==> src/rtl/sem_pollmin_pkg.sv <==
package sem_pollmin_pkg;
  typedef enum logic [1:0] {
    ST_IDLE  = 2'd0,
    ST_READ  = 2'd1,
    ST_WRITE = 2'd2,
    ST_DONE  = 2'd3
  } eng_state_e;

  localparam int unsigned FOLD_MIN_CODE = 32'h09;
  localparam int unsigned WORD_BYTES_LOG2 = 2;
endpackage

==> src/rtl/sem_cmd_check.sv <==
module sem_cmd_check
  import sem_pollmin_pkg::*;
#(
  parameter int ADDR_W  = 32,
  parameter int MAX_CNT = 16,
  parameter int OP_W    = 8,
  parameter int CNT_W   = 5
) (
  input  logic [CNT_W-1:0]  count_i,
  input  logic [OP_W-1:0]   op_i,
  input  logic [ADDR_W-1:0] rd_addr_i,
  input  logic [ADDR_W-1:0] wb_addr_i,
  output logic              legal_o
);
  logic count_ok, align_ok, op_ok;

  always_comb begin
    count_ok = (count_i != '0) && (count_i <= CNT_W'(MAX_CNT));
    align_ok = (rd_addr_i[WORD_BYTES_LOG2-1:0] == '0) &&
               (wb_addr_i[WORD_BYTES_LOG2-1:0] == '0);
    op_ok    = (op_i == OP_W'(FOLD_MIN_CODE));
    legal_o  = count_ok && align_ok && op_ok;
  end
endmodule

==> src/rtl/sem_min_fold.sv <==
module sem_min_fold #(
  parameter int DATA_W = 32
) (
  input  logic              clk_i,
  input  logic              rst_ni,
  input  logic              clr_i,
  input  logic              en_i,
  input  logic              first_i,
  input  logic [DATA_W-1:0] data_i,
  output logic [DATA_W-1:0] acc_o,
  output logic [DATA_W-1:0] acc_next_o
);
  logic [DATA_W-1:0] acc_q;

  // unsigned compare; first word seeds the accumulator
  always_comb begin
    if (first_i)             acc_next_o = data_i;
    else if (data_i < acc_q) acc_next_o = data_i;
    else                     acc_next_o = acc_q;
  end

  always_ff @(posedge clk_i or negedge rst_ni) begin
    if (!rst_ni)     acc_q <= '0;
    else if (clr_i)  acc_q <= '0;
    else if (en_i)   acc_q <= acc_next_o;
  end

  assign acc_o = acc_q;
endmodule

==> src/rtl/sem_seq_ctrl.sv <==
module sem_seq_ctrl
  import sem_pollmin_pkg::*;
#(
  parameter int MAX_CNT = 16,
  parameter int CNT_W   = 5,
  parameter int IDX_W   = 4
) (
  input  logic             clk_i,
  input  logic             rst_ni,
  input  logic             cmd_fire_i,
  input  logic             cmd_legal_i,
  input  logic [CNT_W-1:0] count_i,
  input  logic             rsp_i,
  input  logic             fold_zero_i,
  input  logic             done_ack_i,
  output eng_state_e       state_o,
  output logic [IDX_W-1:0] idx_o
);
  eng_state_e       state_q, state_d;
  logic [IDX_W-1:0] idx_q, idx_d;
  logic             last;

  assign last = ((CNT_W'(idx_q) + CNT_W'(1)) == count_i);

  always_comb begin
    state_d = state_q;
    idx_d   = idx_q;
    unique case (state_q)
      ST_IDLE: begin
        if (cmd_fire_i) begin
          idx_d   = '0;
          state_d = cmd_legal_i ? ST_READ : ST_DONE;
        end
      end
      ST_READ: begin
        if (rsp_i) begin
          if (last) begin
            idx_d   = '0;
            state_d = fold_zero_i ? ST_DONE : ST_WRITE;
          end else begin
            idx_d = idx_q + IDX_W'(1);
          end
        end
      end
      ST_WRITE: begin
        if (rsp_i) begin
          if (last) state_d = ST_DONE;
          else      idx_d   = idx_q + IDX_W'(1);
        end
      end
      ST_DONE: begin
        if (done_ack_i) state_d = ST_IDLE;
      end
      default: state_d = ST_IDLE;
    endcase
  end

  always_ff @(posedge clk_i or negedge rst_ni) begin
    if (!rst_ni) begin
      state_q <= ST_IDLE;
      idx_q   <= '0;
    end else begin
      state_q <= state_d;
      idx_q   <= idx_d;
    end
  end

  assign state_o = state_q;
  assign idx_o   = idx_q;
endmodule

==> src/rtl/sem_pollmin_engine.sv <==
module sem_pollmin_engine
  import sem_pollmin_pkg::*;
#(
  parameter int ADDR_W  = 32,
  parameter int DATA_W  = 32,
  parameter int MAX_CNT = 16,
  parameter int OP_W    = 8,
  parameter int REG_W   = 4,
  localparam int CNT_W  = $clog2(MAX_CNT + 1)
) (
  input  logic              clk_i,
  input  logic              rst_ni,
  input  logic              cmd_valid_i,
  output logic              cmd_ready_o,
  input  logic [ADDR_W-1:0] cmd_rd_addr_i,
  input  logic [ADDR_W-1:0] cmd_wb_addr_i,
  input  logic [CNT_W-1:0]  cmd_count_i,
  input  logic [OP_W-1:0]   cmd_op_i,
  input  logic [REG_W-1:0]  cmd_reg_i,
  output logic              mem_req_o,
  output logic              mem_we_o,
  output logic [ADDR_W-1:0] mem_addr_o,
  output logic [DATA_W-1:0] mem_wdata_o,
  input  logic              mem_rsp_i,
  input  logic [DATA_W-1:0] mem_rdata_i,
  output logic              done_valid_o,
  input  logic              done_ready_i,
  output logic [DATA_W-1:0] done_result_o,
  output logic [REG_W-1:0]  done_reg_o,
  output logic              done_err_o
);
  localparam int IDX_W = (MAX_CNT > 1) ? $clog2(MAX_CNT) : 1;

  eng_state_e        state;
  logic [IDX_W-1:0]  idx;
  logic              cmd_fire, cmd_legal;
  logic [ADDR_W-1:0] rd_base_q, wb_base_q, offset;
  logic [CNT_W-1:0]  cnt_q;
  logic [REG_W-1:0]  reg_q;
  logic              err_q;
  logic [DATA_W-1:0] acc, acc_next;
  logic              fold_en;

  assign cmd_ready_o = (state == ST_IDLE);
  assign cmd_fire    = cmd_valid_i && cmd_ready_o;

  sem_cmd_check #(
    .ADDR_W (ADDR_W),
    .MAX_CNT(MAX_CNT),
    .OP_W   (OP_W),
    .CNT_W  (CNT_W)
  ) u_check (
    .count_i  (cmd_count_i),
    .op_i     (cmd_op_i),
    .rd_addr_i(cmd_rd_addr_i),
    .wb_addr_i(cmd_wb_addr_i),
    .legal_o  (cmd_legal)
  );

  always_ff @(posedge clk_i or negedge rst_ni) begin
    if (!rst_ni) begin
      rd_base_q <= '0;
      wb_base_q <= '0;
      cnt_q     <= '0;
      reg_q     <= '0;
      err_q     <= 1'b0;
    end else if (cmd_fire) begin
      rd_base_q <= cmd_rd_addr_i;
      wb_base_q <= cmd_wb_addr_i;
      cnt_q     <= cmd_count_i;
      reg_q     <= cmd_reg_i;
      err_q     <= !cmd_legal;
    end
  end

  assign fold_en = (state == ST_READ) && mem_rsp_i;

  sem_min_fold #(.DATA_W(DATA_W)) u_fold (
    .clk_i     (clk_i),
    .rst_ni    (rst_ni),
    .clr_i     (cmd_fire),
    .en_i      (fold_en),
    .first_i   (idx == '0),
    .data_i    (mem_rdata_i),
    .acc_o     (acc),
    .acc_next_o(acc_next)
  );

  sem_seq_ctrl #(
    .MAX_CNT(MAX_CNT),
    .CNT_W  (CNT_W),
    .IDX_W  (IDX_W)
  ) u_ctrl (
    .clk_i      (clk_i),
    .rst_ni     (rst_ni),
    .cmd_fire_i (cmd_fire),
    .cmd_legal_i(cmd_legal),
    .count_i    (cnt_q),
    .rsp_i      (mem_rsp_i),
    .fold_zero_i(acc_next == '0),
    .done_ack_i (done_ready_i),
    .state_o    (state),
    .idx_o      (idx)
  );

  assign offset        = ADDR_W'(idx) << WORD_BYTES_LOG2;
  assign mem_req_o     = (state == ST_READ) || (state == ST_WRITE);
  assign mem_we_o      = (state == ST_WRITE);
  assign mem_addr_o    = (mem_we_o ? wb_base_q : rd_base_q) + offset;
  assign mem_wdata_o   = acc;

  assign done_valid_o  = (state == ST_DONE);
  assign done_result_o = err_q ? '0 : acc;
  assign done_reg_o    = reg_q;
  assign done_err_o    = err_q;
endmodule

==> config.mk <==
export PLATFORM = sky130hd
export DESIGN_NAME = sem_pollmin_engine
export DESIGN_NICKNAME = d
export VERILOG_FILES = /design/src/rtl/sem_pollmin_pkg.sv /design/src/rtl/sem_cmd_check.sv /design/src/rtl/sem_min_fold.sv /design/src/rtl/sem_seq_ctrl.sv /design/src/rtl/sem_pollmin_engine.sv
export SDC_FILE = /design/constraint.sdc
export NUM_CORES = 1
export LEC_CHECK = 0
export CORE_MARGIN = 4
export CORE_UTILIZATION = 40
export CTS_CLUSTER_DIAMETER = 150
export DETAILED_ROUTE_END_ITERATION = 16
export GPL_TIMING_DRIVEN = 1
export PLACE_DENSITY_LB_ADDON = 0.2
export SLEW_MARGIN = 20
export SYNTH_ARGS = -nofsm -noshare
export SYNTH_HDL_FRONTEND = slang
export SYNTH_SLANG_ARGS = --single-unit
==> constraint.sdc <==
create_clock -name clk_i -period 4.07 [get_ports clk_i]
set_input_delay 0.407 -clock clk_i [delete_from_list [all_inputs] [get_ports clk_i]]
set_output_delay 0.407 -clock clk_i [all_outputs]
set_load 0.05 [all_outputs]
==> impl_metrics.csv <==
group,metric,value,unit
sta,final-hold-violation-count,0,
yosys,postSynthAreaPerCell,10.1,um2
grt,antenna_found_initial,0,
drt,route.met3.wl,1530,um
critical_path,r2r_setup_slack,1.26,ns
layout,diodes,0,
clock_tree,clockBufferDepth,2,
drt,first_pass_iters,4,
floorplanning,coreArea,17400,um2
floorplanning,die_w,141,um
sta,rsz0062_at_grt,"false",
sta,worst_pin_slew,0.722,ns
sta,fmax,260,MHz
yosys,synthesis.nets,867,
critical_path,worstPathMaxFanout,11,
drt,num_vias,6110,
yosys,synth-edff-count,0,
critical_path,cp-end-kind,"output port",
floorplanning,row_count,48,
clock_tree,clk_pin_slew,0.08,ns
floorplanning,die-area,20000,um2
job,timing.max_cap.violations,0,
min_path,hold_class,"primary input to asynchronous set/reset pin",
yosys,yosys_warnings,0,
clock_tree,cts_tree,"yes",
floorplanning,die_h,141,um
yosys,synth.distinct_cells,63,
place,place_area,9990,um2
power,leakagePower,4.14,nW
drt,wl,20600,um
place,gp_congestion,0.855,
floorplanning,io-pin-count,223,
clock_tree,cts-root-buf,"clkbuf_16",
drt,routed_via_density,5.35,
clock_tree,htreeDepth,3,
critical_path,worst_ep_arrival_time,3.43,ns
layout,drive_above_1_share,18.6,%
clock_tree,worstSkewPairLatency,0.36,ns
yosys,ys_seq_elements,112,
critical_path,crit_path_cell_trace,"inv_2, ha_4, mux2_2, ha_1, fa_1, a21o_1, a21oi_2, nor4b_2, buf_4, nand4_1, xor2_1, mux2i_4, buf_12",
clock_tree,cts_buffers,9,
power,peakVddDrop,0.675,mV
power,power_density,866,nW/um2
drt,wl_per_cell,18.1,um
yosys,async_reset_ff_share,100,%
grt,grt-ovfl-total,0,
yosys,syn_inst,707,
yosys,synth.area.top_cells,"dfrtp_1, mux2_2, ha_1",
critical_path,r2r_cells,9,
yosys,synth_seq_area_share,39.4,%
clock_tree,clock-sinks,112,
clock_tree,postCtsHoldBufs,0,
grt,grt_pass1_wl,33200,um
grt,grt_max_degree,60,
yosys,synth_top_flop_cell,"dfrtp_1",
power,finalPower,8.93,mW
layout,area_delta_synth_final,44.9,%
place,io_buffers,222,
critical_path,worstSetupPathType,"flip-flop to output port",
drt,wl_met1,9150,um
critical_path,slowest_stage,"dfrtp_1",
drt,dr.first_iter.drc_count,315,
drt,ant_nets,0,
clock_tree,cts_resized,0,
drt,wl_met2,9610,um
sta,slew_headroom,51.9,%
layout,final_area,10300,um2
critical_path,r2r-start,"u_fold.acc_o[21]",
critical_path,slowest_delay,0.45,ns
sta,setup_viol,0,
sta,finalMaxSlewViolations,0,
grt,grt_pass1_vias,6271,
yosys,netlist_area,7110,um2
sta,finalCritPeriodShare,94.4,%
floorplanning,start_util,41.0,%
critical_path,crit_path_start_kind,"flip-flop",
sta,finClkSkew,0.0144,ns
layout,fin_nets,1073,
critical_path,worstPathRequired,3.66,ns
critical_path,r2r-end,"u_fold.acc_o[18]",
yosys,synth_area_leader_cell,"dfrtp_1",
clock_tree,post_cts.repair.setup_buffers,0,
grt,grt_use_total,20.6,%
yosys,synth_top_area_share,39.4,%
critical_path,startpoint,"u_ctrl.state_o[0]",
drt,routed.top_layer,"met4",
place,dp.final_hpwl,15700,um
sta,fin_crit,3.84,ns
run_status,status,"finished, final reports clean",
drt,drc,0,
[per-layer routing]
metal / vias to the layer above / GRT usage, %
met4: 0 / 5.46
met2: 195 / 32.7
met1: 2936 / 28.0
met5: - / 0
met3: 24 / 5.39
li1: 2955 / -
[registers in the layout, indices dropped and copies added (netlist names)]
signal          count
cnt_q               5
wb_base_q          32
u_fold.acc_o       32
done_reg_o          4
done_err_o          1
rd_base_q          32
u_ctrl.state_o      2
u_ctrl.idx_o        4
[worst max-delay path by stage]
stage / to / slack, ns / depth (start not counted)
detailed placement: mem_addr_o[24] / 0.60 / 13
finish: mem_addr_o[24] / 0.23 / 13
floorplan: mem_addr_o[19] / -0.007 / 14
global route: mem_addr_o[22] / 0.05 / 12
global placement: mem_addr_o[24] / 0.67 / 13
CTS: mem_addr_o[24] / 0.20 / 13
[placed cells by master, fill, tap and decap left out, types with 5 or more instances in the layout]
master,Yosys,layout
a21boi_1,10,10
ha_1,41,40
inv_1,43,42
xor2_1,21,16
dfrtp_1,112,112
a21oi_1,22,21
clkbuf_16,0,9
and4_1,7,7
mux2_2,81,81
nor4_1,17,17
nor2b_1,8,8
nor2_1,43,43
nor3_1,7,7
nand3b_1,5,5
o21ai_0,44,44
a21boi_0,22,22
nand2_1,29,27
a21o_1,6,6
buf_12,0,28
xnor2_1,15,7
clkdlybuf4s50_1,0,194
nand3_1,53,53
xnor2_2,0,7
nand4_1,9,9
buf_4,3,10
mux2i_1,21,17
[stage by stage]
stage          TNS (ns)  utilization [%]  hold WS (ns)  setup slack (ns)  std cells
2_1_floorplan  -0.00719                -         0.111          -0.00719        707
3_3_place_gp          0             57.6         0.482             0.670       1127
3_5_place_dp          0             57.6         0.487             0.601       1127
4_1_cts               0             59.4         0.128             0.205       1143
5_1_grt               0             59.4         0.160            0.0539       1143
6_report              0             59.4         0.100             0.229       1143
[worst max-delay path: cells and delay by family, from the launching register on]
family | cells | cell delay (ns)
AO/OA/AOI/OAI | 2 | 0.43
XOR/XNOR | 1 | 0.25
adder cells (fa/ha/maj) | 3 | 0.81
buffers and inverters | 3 | 0.47
flip-flops | 1 | 0.45
multiplexers | 2 | 0.47
AND/OR/NAND/NOR | 2 | 0.19
[final cells by class]
type / count / area (um2)
clock buffer: 9 / 225
clock inverter: 7 / 87.6
fill: 1477 / 7050
inverter: 43 / 161
multi-input combinational: 515 / 4170
sequential: 112 / 2800
tap: 225 / 282
timing repair buffer: 232 / 2580
[cells by family (layout without fill, tap and decap cells)]
group	after synthesis	after routing	synth area share [%]
adders and majority gates	42	42	7.50
xor gates and xnor gates	37	37	4.75
buffers and inverters	80	291	4.77
AOI/OAI and AO/OA	133	133	12.4
DFF	112	112	39.4
and+or+nand+nor	201	201	15.4
muxes	102	102	15.8
[synthesized netlist by cell type, types with 2 or more instances]
master and count:
inv_1 43, nand3_1 53, nor4b_1 2, a211oi_1 4, or2_2 2, or4_1 2
buf_2 7, and3b_1 2, xor2_1 21, nor3_1 7, nor4_1 17, o21ai_1 3
buf_1 8, and2_1 3, ha_1 41, and4_1 7, nor2_1 43, nand3b_1 5
mux2i_1 21, nand4_1 9, nand2b_1 3, o21ai_0 44, xnor2_1 15, a32oi_1 2
clkbuf_1 14, nand2_1 29, nor2b_1 8, mux2_2 81, dfrtp_1 112, a31oi_1 2
buf_4 3, a21boi_0 22, clkbuf_2 3, nor3b_1 2, buf_6 2, a21o_1 6
a21oi_1 22, a32o_1 3, a21boi_1 10
[power breakdown]
part / internal (mW) / switching (mW)
combinational: 2.57 / 3.38
sequential: 1.61 / 0.428
clock: 0.493 / 0.449
total: 4.67 / 4.26
Power figures use the tool's default switching activity.
